$ cat src/rtl/pip_ovl_pkg.sv
package pip_ovl_pkg;

    localparam int LUMA_W = 4;
    localparam int HUE_W  = 2;

    typedef enum logic [1:0] {
        RG_OUTSIDE = 2'd0,
        RG_BORDER  = 2'd1,
        RG_INSET   = 2'd2
    } region_e;

    typedef struct packed {
        logic              quarter;
        logic [1:0]        corner;
        logic              frame_on;
        logic              frame_wide;
        logic [LUMA_W-1:0] luma;
        logic [HUE_W-1:0]  hue;
    } ovl_cfg_t;

endpackage

$ cat src/rtl/pip_ovl_sync.sv
module pip_ovl_sync #(
    parameter int PIX_W  = 11,
    parameter int LINE_W = 10
) (
    input  logic              clk,
    input  logic              rst_n,
    input  logic              hs,
    input  logic              vs,
    output logic              hs_rise,
    output logic              vs_rise,
    output logic [PIX_W-1:0]  px,
    output logic [LINE_W-1:0] ln
);

    logic hs_q;
    logic vs_q;

    always_ff @(posedge clk or negedge rst_n) begin
        if (!rst_n) begin
            hs_q <= 1'b0;
            vs_q <= 1'b0;
        end else begin
            hs_q <= hs;
            vs_q <= vs;
        end
    end

    assign hs_rise = hs & ~hs_q;
    assign vs_rise = vs & ~vs_q;

    // pixel counter: restarts on each line start, saturates on a lost sync
    always_ff @(posedge clk or negedge rst_n) begin
        if (!rst_n) begin
            px <= '0;
        end else if (hs_rise) begin
            px <= '0;
        end else if (px != {PIX_W{1'b1}}) begin
            px <= px + PIX_W'(1);
        end
    end

    // line counter: restarts on each field start
    always_ff @(posedge clk or negedge rst_n) begin
        if (!rst_n) begin
            ln <= '0;
        end else if (vs_rise) begin
            ln <= '0;
        end else if (hs_rise && (ln != {LINE_W{1'b1}})) begin
            ln <= ln + LINE_W'(1);
        end
    end

    AST_PX_RESTART: assert property (@(posedge clk) disable iff (!rst_n)
        hs_rise |=> (px == '0));
    AST_LN_CLEAR: assert property (@(posedge clk) disable iff (!rst_n)
        vs_rise |=> (ln == '0));

endmodule

$ cat src/rtl/pip_ovl_geom.sv
module pip_ovl_geom
    import pip_ovl_pkg::*;
#(
    parameter int PIX_W     = 11,
    parameter int LINE_W    = 10,
    parameter int H_MARGIN  = 16,
    parameter int V_MARGIN  = 8,
    parameter int BH_NARROW = 2,
    parameter int BH_WIDE   = 4,
    parameter int BV_NARROW = 1,
    parameter int BV_WIDE   = 2
) (
    input  logic              clk,
    input  logic              rst_n,
    input  logic              vs_rise,
    input  logic [PIX_W-1:0]  px,
    input  logic [LINE_W-1:0] ln,
    input  ovl_cfg_t          cfg_in,
    output logic [LUMA_W-1:0] luma_q,
    output logic [HUE_W-1:0]  hue_q,
    output logic [PIX_W-1:0]  ox0,
    output logic [PIX_W-1:0]  ox1,
    output logic [PIX_W-1:0]  ix0,
    output logic [PIX_W-1:0]  ix1,
    output logic [LINE_W-1:0] oy0,
    output logic [LINE_W-1:0] oy1,
    output logic [LINE_W-1:0] iy0,
    output logic [LINE_W-1:0] iy1
);

    ovl_cfg_t          cfg_q;
    logic [PIX_W-1:0]  len_q;
    logic [LINE_W-1:0] lines_q;
    logic              upd;

    // field-start capture: configuration, last line length, last field line count
    always_ff @(posedge clk or negedge rst_n) begin
        if (!rst_n) begin
            cfg_q   <= '0;
            len_q   <= '0;
            lines_q <= '0;
            upd     <= 1'b0;
        end else begin
            upd <= vs_rise;
            if (vs_rise) begin
                cfg_q   <= cfg_in;
                len_q   <= px + PIX_W'(1);
                lines_q <= ln + LINE_W'(1);
            end
        end
    end

    assign luma_q = cfg_q.luma;
    assign hue_q  = cfg_q.hue;

    logic [PIX_W-1:0]  w, bh, ow, ox0_n;
    logic [LINE_W-1:0] h, bv, oh, oy0_n;

    always_comb begin
        w  = cfg_q.quarter ? (len_q >> 2)   : (len_q / PIX_W'(3));
        h  = cfg_q.quarter ? (lines_q >> 2) : (lines_q / LINE_W'(3));
        bh = '0;
        bv = '0;
        if (cfg_q.frame_on) begin
            bh = cfg_q.frame_wide ? PIX_W'(BH_WIDE)  : PIX_W'(BH_NARROW);
            bv = cfg_q.frame_wide ? LINE_W'(BV_WIDE) : LINE_W'(BV_NARROW);
        end
        ow    = w + bh + bh;
        oh    = h + bv + bv;
        ox0_n = cfg_q.corner[0] ? (len_q - PIX_W'(H_MARGIN) - ow)
                                : PIX_W'(H_MARGIN);
        oy0_n = cfg_q.corner[1] ? (lines_q - LINE_W'(V_MARGIN) - oh)
                                : LINE_W'(V_MARGIN);
    end

    // window registered one cycle after the capture; empty until first field
    always_ff @(posedge clk or negedge rst_n) begin
        if (!rst_n) begin
            ox0 <= '0; ox1 <= '0; ix0 <= '0; ix1 <= '0;
            oy0 <= '0; oy1 <= '0; iy0 <= '0; iy1 <= '0;
        end else if (upd) begin
            ox0 <= ox0_n;
            ox1 <= ox0_n + ow;
            ix0 <= ox0_n + bh;
            ix1 <= ox0_n + bh + w;
            oy0 <= oy0_n;
            oy1 <= oy0_n + oh;
            iy0 <= oy0_n + bv;
            iy1 <= oy0_n + bv + h;
        end
    end

    AST_CFG_HOLD: assert property (@(posedge clk) disable iff (!rst_n)
        !vs_rise |=> $stable(cfg_q));
    AST_WIN_HOLD: assert property (@(posedge clk) disable iff (!rst_n)
        !upd |=> ($stable(ix0) && $stable(iy0) && $stable(ox1)));

endmodule

$ cat src/rtl/pip_ovl_fsm.sv
module pip_ovl_fsm
    import pip_ovl_pkg::*;
#(
    parameter int PIX_W  = 11,
    parameter int LINE_W = 10,
    parameter int ADDR_W = PIX_W + LINE_W - 3
) (
    input  logic              clk,
    input  logic              rst_n,
    input  logic [PIX_W-1:0]  px,
    input  logic [LINE_W-1:0] ln,
    input  logic [PIX_W-1:0]  ox0,
    input  logic [PIX_W-1:0]  ox1,
    input  logic [PIX_W-1:0]  ix0,
    input  logic [PIX_W-1:0]  ix1,
    input  logic [LINE_W-1:0] oy0,
    input  logic [LINE_W-1:0] oy1,
    input  logic [LINE_W-1:0] iy0,
    input  logic [LINE_W-1:0] iy1,
    input  logic [LUMA_W-1:0] luma_q,
    input  logic [HUE_W-1:0]  hue_q,
    output logic              sel,
    output logic              frame_px,
    output logic [LUMA_W-1:0] frame_luma,
    output logic [HUE_W-1:0]  frame_hue,
    output logic              rd_en,
    output logic [ADDR_W-1:0] rd_addr
);

    region_e state, nxt;
    logic    in_outer, in_inner, top_left;
    logic [ADDR_W-1:0] cnt;

    assign in_outer = (px >= ox0) && (px < ox1) && (ln >= oy0) && (ln < oy1);
    assign in_inner = (px >= ix0) && (px < ix1) && (ln >= iy0) && (ln < iy1);
    assign top_left = in_inner && (px == ix0) && (ln == iy0);

    // transitions: ENTER_FRAME, ENTER_PICTURE, ENTER_DIRECT, LEAVE_PICTURE,
    // LEAVE_FRAME, LEAVE_DIRECT, HOLD -- all follow the region of the counters
    always_comb begin
        if (in_inner) begin
            nxt = RG_INSET;
        end else if (in_outer) begin
            nxt = RG_BORDER;
        end else begin
            nxt = RG_OUTSIDE;
        end
    end

    always_ff @(posedge clk or negedge rst_n) begin
        if (!rst_n) begin
            state <= RG_OUTSIDE;
        end else begin
            state <= nxt;
        end
    end

    always_comb begin
        sel        = 1'b0;
        frame_px   = 1'b0;
        frame_luma = '0;
        frame_hue  = '0;
        rd_en      = 1'b0;
        unique case (state)
            RG_OUTSIDE: begin
            end
            RG_BORDER: begin
                sel        = 1'b1;
                frame_px   = 1'b1;
                frame_luma = luma_q;
                frame_hue  = hue_q;
            end
            RG_INSET: begin
                sel   = 1'b1;
                rd_en = 1'b1;
            end
            default: begin
            end
        endcase
    end

    // read address: zero at top-left, one step per active inset pixel
    always_ff @(posedge clk or negedge rst_n) begin
        if (!rst_n) begin
            cnt     <= '0;
            rd_addr <= '0;
        end else if (nxt == RG_INSET) begin
            rd_addr <= top_left ? '0 : cnt;
            cnt     <= top_left ? ADDR_W'(1) : cnt + ADDR_W'(1);
        end
    end

    AST_ADDR_STEP: assert property (@(posedge clk) disable iff (!rst_n)
        (rd_en && $past(rd_en)) |->
        ((rd_addr == $past(rd_addr) + ADDR_W'(1)) || (rd_addr == '0)));
    AST_ADDR_HOLD: assert property (@(posedge clk) disable iff (!rst_n)
        !rd_en |-> $stable(rd_addr));

endmodule

$ cat src/rtl/pip_inset_overlay.sv
module pip_inset_overlay
    import pip_ovl_pkg::*;
#(
    parameter int PIX_W     = 11,
    parameter int LINE_W    = 10,
    parameter int H_MARGIN  = 16,
    parameter int V_MARGIN  = 8,
    parameter int BH_NARROW = 2,
    parameter int BH_WIDE   = 4,
    parameter int BV_NARROW = 1,
    parameter int BV_WIDE   = 2
) (
    input  logic                          clk,
    input  logic                          rst_n,
    input  logic                          hsync,
    input  logic                          vsync,
    input  logic                          cfg_quarter,
    input  logic [1:0]                    cfg_corner,
    input  logic                          cfg_frame_on,
    input  logic                          cfg_frame_wide,
    input  logic [3:0]                    cfg_frame_luma,
    input  logic [1:0]                    cfg_frame_hue,
    output logic                          sel,
    output logic                          frame_px,
    output logic [3:0]                    frame_luma,
    output logic [1:0]                    frame_hue,
    output logic                          rd_en,
    output logic [PIX_W+LINE_W-4:0]       rd_addr
);

    localparam int ADDR_W = PIX_W + LINE_W - 3;

    logic              hs_rise, vs_rise;
    logic [PIX_W-1:0]  px;
    logic [LINE_W-1:0] ln;
    ovl_cfg_t          cfg_in;
    logic [LUMA_W-1:0] luma_q;
    logic [HUE_W-1:0]  hue_q;
    logic [PIX_W-1:0]  ox0, ox1, ix0, ix1;
    logic [LINE_W-1:0] oy0, oy1, iy0, iy1;

    assign cfg_in = '{quarter:    cfg_quarter,
                      corner:     cfg_corner,
                      frame_on:   cfg_frame_on,
                      frame_wide: cfg_frame_wide,
                      luma:       cfg_frame_luma,
                      hue:        cfg_frame_hue};

    pip_ovl_sync #(.PIX_W(PIX_W), .LINE_W(LINE_W)) u_sync (
        .clk(clk), .rst_n(rst_n), .hs(hsync), .vs(vsync),
        .hs_rise(hs_rise), .vs_rise(vs_rise), .px(px), .ln(ln)
    );

    pip_ovl_geom #(
        .PIX_W(PIX_W), .LINE_W(LINE_W), .H_MARGIN(H_MARGIN), .V_MARGIN(V_MARGIN),
        .BH_NARROW(BH_NARROW), .BH_WIDE(BH_WIDE),
        .BV_NARROW(BV_NARROW), .BV_WIDE(BV_WIDE)
    ) u_geom (
        .clk(clk), .rst_n(rst_n), .vs_rise(vs_rise), .px(px), .ln(ln),
        .cfg_in(cfg_in), .luma_q(luma_q), .hue_q(hue_q),
        .ox0(ox0), .ox1(ox1), .ix0(ix0), .ix1(ix1),
        .oy0(oy0), .oy1(oy1), .iy0(iy0), .iy1(iy1)
    );

    pip_ovl_fsm #(.PIX_W(PIX_W), .LINE_W(LINE_W), .ADDR_W(ADDR_W)) u_fsm (
        .clk(clk), .rst_n(rst_n), .px(px), .ln(ln),
        .ox0(ox0), .ox1(ox1), .ix0(ix0), .ix1(ix1),
        .oy0(oy0), .oy1(oy1), .iy0(iy0), .iy1(iy1),
        .luma_q(luma_q), .hue_q(hue_q),
        .sel(sel), .frame_px(frame_px), .frame_luma(frame_luma),
        .frame_hue(frame_hue), .rd_en(rd_en), .rd_addr(rd_addr)
    );

    AST_FRAME_IN_SEL: assert property (@(posedge clk) disable iff (!rst_n)
        frame_px |-> sel);
    AST_LUMA_OFF: assert property (@(posedge clk) disable iff (!rst_n)
        !frame_px |-> ((frame_luma == '0) && (frame_hue == '0)));

endmodule

$ cat config.mk
export PLATFORM = sky130hd
export DESIGN_NAME = pip_inset_overlay
export DESIGN_NICKNAME = d
export VERILOG_FILES = /design/src/rtl/pip_ovl_pkg.sv /design/src/rtl/pip_ovl_sync.sv /design/src/rtl/pip_ovl_geom.sv /design/src/rtl/pip_ovl_fsm.sv /design/src/rtl/pip_inset_overlay.sv
export SDC_FILE = /design/constraint.sdc
export NUM_CORES = 1
export LEC_CHECK = 0
export ABC_AREA = 1
export CAP_MARGIN = 10
export CELL_PAD_IN_SITES_DETAIL_PLACEMENT = 1
export CELL_PAD_IN_SITES_GLOBAL_PLACEMENT = 1
export CORE_MARGIN = 1
export CORE_UTILIZATION = 52
export CTS_BUF_LIST = sky130_fd_sc_hd__clkbuf_8
export CTS_CLUSTER_SIZE = 8
export DETAILED_ROUTE_END_ITERATION = 8
export PLACE_DENSITY_LB_ADDON = 0.25
export SYNTH_ARGS = -nofsm -noshare
export SYNTH_HDL_FRONTEND = slang
export SYNTH_SLANG_ARGS = --single-unit
$ cat constraint.sdc
create_clock -name clk -period 19.5 [get_ports clk]
set_input_delay 1.95 -clock clk [delete_from_list [all_inputs] [get_ports clk]]
set_output_delay 1.95 -clock clk [all_outputs]
set_load 0.01 [all_outputs]
==> summary.md, run 1 <==
| Metric | Value |
|---|---|
| Result of the run | finished, violations left |
| Failing checks | DRC |
| Placed Area | approximately 14000 um^2 |
| Initial detailed-routing violation count | 698 |
| Clock tree from TritonCTS | done |
| Boundary Pins | 42 |
| Remaining global-route overflow | 0 |
| Max Clk Rate | 127 MHz |
| Hold path endpoint | u_geom.luma_q[0]$_DFFE_PN0P_ |
| Layout-stage area growth over the synthesis result | 9.06% |
| Slowest cell delay on critical path | ~440 ps |
| Hold WC Path Type | flip-flop to flip-flop |
| Sum Neg Setup Slack | 0 ps |
| Part of the Yosys area used for sequential elements | 33.7% |
| Buffers from clock root to sink, at most | 2 |
| Count of H-tree levels built during CTS | 4 |
| Rows | 57 |
| Number of standard cells in the layout, taps in and fillers out | 2111 |
| Final weighted congestion in routability-driven placement | 0.872 |
| Number of I/O port buffers | 41 |
| Slowest stage cell, crit path | sky130_fd_sc_hd__dfrtp_1 |
| Time the final worst path needs with I/O delays and setup | 7860 ps |
| Power Total | 1.62 mW |
| Element type at the critical path start | flip-flop |
| Flip-flop cell with the highest count after synthesis | sky130_fd_sc_hd__dfrtp_1 |
| Via count | 11900 |
| Required @ worst endpoint | 19890 ps |
| Number of synthesized flops with an enable pin | 0 |
| Number of cells on the worst hold path | 2 |
| Depth of the worst register-to-register path | 55 |
| Power density over the cells | 114 nW/um^2 |
| RSZ-0062 raised after global routing | no |
| Overall die height | 161 um |
| Portion of synthesized cell area occupied by the leading cell type | 33.7% |
| Cell area after synthesis | between 10000 and 15000 um^2 |
| Layout cell share with drive strength beyond 1 | 4.42% |
| Reg-to-reg slack, setup | roughly 12000 ps |
| Final cell area excluding filler cells | 14200 um^2 |
| Clock root buffer master | sky130_fd_sc_hd__clkbuf_8 |
| Core Box Area | 24500 um^2 |
| First-pass GRT wire length | 65700 um |
| Router iterations before antenna repair | 7 |
| CTS sink cnt | approximately 180 |
| Post-CTS Setup Repair Bufs | 0 |
| Source-to-sink clock delay at the later pin of the worst-skew pair | 520 ps |
| Average wire per cell in the routed design | 18.8 um |
| Final Routed Wirelength | 39700 um |
| Final worst-path cycle share | about 40% |
| Synthesized instance count | roughly 1700 |
| Die ar. | 25800 um^2 |
| Count of pins over their slew limit | 0 |
| Most numerous cell in the Yosys netlist | sky130_fd_sc_hd__nand2_1 |
| Warnings, synthesis | 0 |
| Largest vdd supply drop | 0.0772 mV |
| Reg2reg start | u_geom.lines_q[8]$_DFFE_PN0P_ |
| Most instantiated cells after synthesis | 356 x sky130_fd_sc_hd__nand2_1, 323 x sky130_fd_sc_hd__inv_1, 176 x sky130_fd_sc_hd__dfrtp_1 |
| Clock slew at reported path FFs | 130 ps |
| CP Class | flip-flop to flip-flop |
| Total DRC errors in the routed layout | 2 |
| Number of global-route vias before repair | approximately 13000 |
| Number of inserted diodes | 0 |
| Total count of hold-check failures in the final report | 0 |
| CTS buffer count | 17 |
| Number of register bits inferred by synthesis | 176 |
| Count of distinct cell types in the synthesized netlist | 46 |
| Initial core utilization | 53.4% |
| Max FO, Critical Path | 5 |
| Number of buffers inserted by hold repair at cts | 0 |
| Syn_nets | approximately 1900 |
| Number of maximum-capacitance violations | 0 |
| Hold Startpoint | u_geom.luma_q[0]$_DFFE_PN0P_ |
| Start point of the critical path | u_geom.lines_q[8]$_DFFE_PN0P_ |
| Critical register-to-register path endpoint | u_geom.iy1[9]$_DFFE_PN0P_ |
| Final-report setup violation count | 0 |
| Die width | 161 um |
| Headroom to the max-slew limit | ~36% |
| Async set-or-reset flop fraction in the synthesized netlist | 100% |
| Crit path capture type | flip-flop |
| Most numerous cell on the critical path | sky130_fd_sc_hd__nand2_1 |
| Most area-consuming cells after synthesis | sky130_fd_sc_hd__dfrtp_1 34%, sky130_fd_sc_hd__ha_1 16%, sky130_fd_sc_hd__nand2_1 10% |
| Via density per instance | between 5 and 6 |
| Post-synthesis cell type with the largest combined area | sky130_fd_sc_hd__dfrtp_1 |
| Arrival time at the worst endpoint | 8260 ps |
| Post-synthesis area per instance | 7.50 um^2 |
| Cell Count Post-Placement | 2079 |
| Resized cells post-CTS | 0 |
| Leakage power summed over all cells | 7.44 nW |
| NumNets Final | 1966 |
| Global routing usage summed across all routing layers | about a third |
| Detailed-placement wirelength estimate | 30000 um |
| Skew final | 22.0 ps |
| Pin count of the biggest net entering global routing | 103 |
| Worst slew pin tran | about 960 ps |
| Initial antenna violation count | 0 |
| Post-detailed-route count of antenna-violating nets | 0 |
layer usage:
layer | vias up | global-route usage, % | share of wire [%]
met4 | 0 | 10.9 | 2.6
met3 | 79 | 3.80 | 3.1
li1 | 5656 | - | -
met5 | - | 0 | 0
met1 | 5896 | 42.4 | 45
met2 | 235 | 55.7 | 49
registers in the layout (all words and copies together) (netlist names), 2 cells and up:
register	cells
u_fsm.state	2
u_geom.ix1	11
u_geom.iy0	10
u_geom.ox0	10
u_geom.iy1	10
u_geom.lines_q	10
u_geom.cfg_q	5
u_geom.ox1	10
u_geom.oy1	10
u_geom.len_q	11
u_geom.hue_q	2
u_fsm.rd_addr	18
u_geom.oy0	10
u_sync.px	11
u_geom.luma_q	4
u_geom.ix0	11
u_fsm.cnt	18
u_sync.ln	10
worst max-delay path, delay by kind of cell, from the launching register on:
| family | cells | cell delay (ps) |
|---|---|---|
| and+or+nand+nor | 25 | 2810 |
| AOI/OAI and AO/OA | 9 | 1600 |
| adders and majority gates | 6 | 1530 |
| buffers and inverters | 13 | 1000 |
| DFF | 1 | 440 |
| xor gates and xnor gates | 2 | 370 |
placed cells by master (no fill, tap or decap), types with 9 or more instances in the layout:
master / Yosys / final
sky130_fd_sc_hd__inv_1: 323 / 323
sky130_fd_sc_hd__o22ai_1: 9 / 9
sky130_fd_sc_hd__nand3_1: 65 / 65
sky130_fd_sc_hd__clkbuf_8: 0 / 18
sky130_fd_sc_hd__xor2_1: 38 / 38
sky130_fd_sc_hd__nor2_1: 142 / 141
sky130_fd_sc_hd__nor3_1: 19 / 19
sky130_fd_sc_hd__o21a_1: 12 / 12
sky130_fd_sc_hd__fa_1: 10 / 10
sky130_fd_sc_hd__clkdlybuf4s50_1: 0 / 40
sky130_fd_sc_hd__nand2_1: 356 / 356
sky130_fd_sc_hd__a31oi_1: 12 / 12
sky130_fd_sc_hd__ha_1: 167 / 167
sky130_fd_sc_hd__a21oi_1: 81 / 81
sky130_fd_sc_hd__inv_2: 14 / 14
sky130_fd_sc_hd__o31ai_1: 9 / 9
sky130_fd_sc_hd__nand2_2: 9 / 9
sky130_fd_sc_hd__o21ai_1: 13 / 13
sky130_fd_sc_hd__o21ai_0: 172 / 172
sky130_fd_sc_hd__xnor2_1: 19 / 19
sky130_fd_sc_hd__o21bai_1: 11 / 11
sky130_fd_sc_hd__dfrtp_1: 176 / 175
through the flow:
stage                     setup slack (ps)  hold WS, ps  utilization [%]
after global placement               12420          453             56.5
final                                11640          493             58.2
after detailed placement             11820          466             56.5
after global routing                 10900          516             58.2
after CTS                            11700          496             58.2
after floorplan                      13160          438                -
worst max-delay path by stage:
stage / endpoint / slack (ps) / cells past startpoint
2_1_floorplan: u_geom.iy1[8]$_DFFE_PN0P_ / 13160 / 49
3_3_place_gp: u_geom.iy1[9]$_DFFE_PN0P_ / 12420 / 50
3_5_place_dp: u_geom.iy1[9]$_DFFE_PN0P_ / 11820 / 55
4_1_cts: u_geom.iy1[9]$_DFFE_PN0P_ / 11700 / 55
5_1_grt: u_geom.iy1[9]$_DFFE_PN0P_ / 10900 / 55
6_report: u_geom.iy1[9]$_DFFE_PN0P_ / 11640 / 55
cells by family (layout without fill, tap and decap cells):
kind of cell | Yosys count | count (layout) | synth area share, %
AND/OR/NAND/NOR | 620 | 620 | 19.9
buffers and inverters | 369 | 415 | 10.6
AO/OA/AOI/OAI | 342 | 342 | 14.4
adder cells (fa/ha/maj) | 177 | 177 | 17.5
flip-flops | 176 | 176 | 33.7
XOR/XNOR | 57 | 57 | 3.82
report_power, final:
part           switching [mW]  internal [mW]  total, mW
registers              0.0634          0.456      0.519
clock network           0.182          0.102      0.285
logic                   0.520          0.295      0.815
total                   0.766          0.853       1.62
area by class of cell:
type                    count  area, um^2
clock buffers              17         234
clock inverters            15         205
fillers                  3153       10200
inverters                 337        1260
multi-input cells        1196        7280
flip-flops and latches    176        4410
well taps                 324         405
repair buffers             46         452
(Power assumes the default switching activity.)
==> run 2: changes to the inputs <==
--- a/config.mk
+++ b/config.mk
@@ -10,7 +10,7 @@
 export CELL_PAD_IN_SITES_DETAIL_PLACEMENT = 1
 export CELL_PAD_IN_SITES_GLOBAL_PLACEMENT = 1
 export CORE_MARGIN = 1
-export CORE_UTILIZATION = 52
+export CORE_UTILIZATION = 43
 export CTS_BUF_LIST = sky130_fd_sc_hd__clkbuf_8
 export CTS_CLUSTER_SIZE = 8
 export DETAILED_ROUTE_END_ITERATION = 8
==> constraint.sdc (replaced) <==
create_clock -name clk -period 6.5 [get_ports clk]
set_input_delay 0.65 -clock clk [delete_from_list [all_inputs] [get_ports clk]]
set_output_delay 0.65 -clock clk [all_outputs]
set_load 0.01 [all_outputs]
==> run 2 against run 1 <==
Flip-flop and latch count stayed put. The run ends with setup timing left. Power increased to 4.2 times the previous value. Non-clock buffer count is 238 higher. Final area increased by 25%. Hold slack worse by 290 ps. Highest routed layer unchanged. Worst setup slack lost 13000 ps.
==> summary.md, run 2 (same netlist as run 1, synthesis figures left out) <==
| Metric | Value |
|---|---|
| Largest registers | u_fsm.cnt: 18 flops, u_fsm.rd_addr: 18 flops |
| Router iterations before antenna repair | 6 (-1) |
| Element type at the critical path start | flip-flop |
| Result of the run | finished, violations left |
| Power share of the clock group | 12.5% (-5.1 points) |
| Hold WC Path Type | input port to async pin |
| Via density per instance | 5.93 (+5.5%) |
| Slowest cell delay on critical path | 440 ps (about the same) |
| Proportion of power drawn by flip-flops and latches | 23.6% (-8.5 points) |
| Sw Ratio | 48.2% (+0.85 points) |
| Initial core utilization | 43.8% (-9.6 points) |
| Initial detailed-routing violation count | 1237 (+77%) |
| Layout cell share with drive strength beyond 1 | 30.0% (+26 points) |
| Number of maximum-capacitance violations | 0 (unchanged) |
| Global routing usage summed across all routing layers | 30.8% (-1.6 points) |
| Post-detailed-route count of antenna-violating nets | 0 (unchanged) |
| Net load switching power | 3.26 mW (+330%) |
| Max Clk Rate | 131 MHz (+3.1%) |
| Fin Hold WS | 206 ps (-287 ps) |
| Final Routed Wirelength | 60000 um (+51%) |
| Top delay family on crit path | simple AND/OR/NAND/NOR gates |
| Clock root buffer master | sky130_fd_sc_hd__clkbuf_8 |
| Final worst-path setup slack | -1130 ps (-12760 ps) |
| Gate power share | 63.8% (+13 points) |
| Worst slew pin tran | 1030 ps (+60.9 ps) |
| Slowest stage cell, crit path | sky130_fd_sc_hd__dfrtp_1 |
| Leakage power summed over all cells | 8.83 nW (+19%) |
| Worst path bufs/invs | 9 (-4) |
| Rows | 63 (+11%) |
| Overall die height | 176 um (+9.8%) |
| Number of buffers inserted by hold repair at cts | 0 (unchanged) |
| CTS sink cnt | 176 (unchanged) |
| RSZ-0062 raised after global routing | yes |
| Layout-stage area growth over the synthesis result | 36.5% |
| Source-to-sink clock delay at the later pin of the worst-skew pair | 530 ps (about the same) |
| Detailed-placement wirelength estimate | 30500 um (+1.4%) |
| Final-report setup violation count | 30 (+30) |
| Skew final | 35.6 ps (+13.6 ps) |
| NumNets Final | 2204 (+12%) |
| Count of H-tree levels built during CTS | 4 (unchanged) |
| Clock slew at reported path FFs | 120 ps (about the same) |
| Total DRC errors in the routed layout | 0 (-2) |
| Arrival time at the worst endpoint | 8020 ps (-240 ps) |
| Boundary Pins | 42 (unchanged) |
| Pin count of the biggest net entering global routing | 107 (+3.9%) |
| Time the final worst path needs with I/O delays and setup | 7630 ps (-236 ps) |
| Crit path capture type | flip-flop |
| Final worst-path cycle share | 117% (+77 points) |
| Power density over the cells | 379 nW/um^2 (+230%) |
| CP Class | flip-flop to flip-flop |
| Core Box Area | 29800 um^2 (+22%) |
| Sum Neg Setup Slack | -13450 ps (-13450 ps) |
| Clock tree from TritonCTS | done |
| Number of global-route vias before repair | 14100 (+10%) |
| Failing checks | setup timing |
| First-pass GRT wire length | 74200 um (+13%) |
| Die width | 176 um (+9.8%) |
| Initial antenna violation count | 2 (+2) |
| Required @ worst endpoint | 6890 ps (-13000 ps) |
| Buffers from clock root to sink, at most | 2 (unchanged) |
| Die ar. | 31100 um^2 (+21%) |
| Average wire per cell in the routed design | 24.8 um (+32%) |
| Via count | 14300 (+21%) |
| Final weighted congestion in routability-driven placement | 0.858 (-1.6%) |
| Largest vdd supply drop | 0.293 mV (+280%) |
| Max FO, Critical Path | 4 (-1) |
| Total count of hold-check failures in the final report | 0 (unchanged) |
| Remaining global-route overflow | 0 (unchanged) |
| Number of I/O port buffers | 41 (unchanged) |
| Commonest cells after routing, fill and taps aside | 309 x sky130_fd_sc_hd__nand2_1, 271 x sky130_fd_sc_hd__inv_1, 231 x sky130_fd_sc_hd__buf_4, 173 x sky130_fd_sc_hd__dfrtp_1, 155 x sky130_fd_sc_hd__o21ai_0 |
| Commonest non-fill, non-tap cell in the layout | sky130_fd_sc_hd__nand2_1 |
| Internal power component | 3.51 mW (+310%) |
| Headroom to the max-slew limit | 30.9% (-4.8 points) |
| Count of pins over their slew limit | 0 (unchanged) |
| CTS buffer count | 17 (unchanged) |
-- run 2: path summary, 6_finish.rpt --
path                                          startpoint                            end  slack (ps)  depth (start not counted)
max                        u_geom.lines_q[8]$_DFFE_PN0P_      u_geom.iy1[9]$_DFFE_PN0P_       -1130                         40
min                                                rst_n  u_geom.lines_q[8]$_DFFE_PN0P_         210                          1
max reg2reg                u_geom.lines_q[8]$_DFFE_PN0P_      u_geom.iy1[9]$_DFFE_PN0P_       -1130                         40
min reg2reg                    u_fsm.cnt[17]$_DFFE_PN0N_      u_fsm.cnt[17]$_DFFE_PN0N_         480                          1
max in group asynchronous                          rst_n    u_geom.len_q[9]$_DFFE_PN0P_        4590                          2
min in group clk               u_fsm.cnt[17]$_DFFE_PN0N_      u_fsm.cnt[17]$_DFFE_PN0N_         480                          1
-- run 2: layout make-up --
type | instances | area (um^2)
Fill cell | 3521 | 12000
Multi-Input combinational cell | 1196 | 8960
Sequential cell | 176 | 4410
Timing Repair Buffer | 284 | 2300
Inverter | 337 | 1280
Tap cell | 390 | 488
Clock buffer | 18 | 248
Clock inverter | 14 | 153
Antenna cell | 1 | 2.50
-- run 2: worst register-to-register path, delay by kind of cell (launching register included) --
kind,cells,cell delay [ps]
adders and majority gates,4,1200
AOI/OAI and AO/OA,8,1600
xor gates and xnor gates,3,770
and+or+nand+nor,16,2150
buffers and inverters,9,1310
DFF,1,440
-- run 2: stage by stage --
stage	instances	power, mW	utilization [%]	instance area [um^2]	worst slack (ps)
floorplan	1741	3.15	-	13100	156
global placement	2276	4.10	49.9	14900	-358
detailed placement	2276	4.27	49.9	14900	-718
CTS	2378	5.56	55.0	16400	-111
global route	2415	7.06	59.9	17800	-1330
finish	2416	6.77	59.9	17800	-1130
-- run 2: power by group through the flow --
stage          Sequential [mW]  Clock [mW]  Combinational, mW
2_1_floorplan             1.52           0               1.63
3_3_place_gp              1.54           0               2.56
3_5_place_dp              1.56           0               2.71
4_1_cts                   1.55       0.827               3.18
5_1_grt                   1.61       0.883               4.56
6_report                  1.60       0.847               4.32
-- run 2: timing repair --
item / CTS / global route
pin swaps: 100 / 125
setup buffers: 70 / 39
resized for setup: 161 / 253
endpoints found under the hold margin: 0 / 0
setup endpoints to repair: 18 / 36
-- run 2: layer usage --
layer / track usage [%] / vias up / part of all wire, %
met1: 37.3 / 7080 / 38
met2: 53.1 / 788 / 49
met4: 15.3 / 0 / 6.8
li1: - / 6133 / -
met5: 0 / - / 0
met3: 4.63 / 321 / 7.0
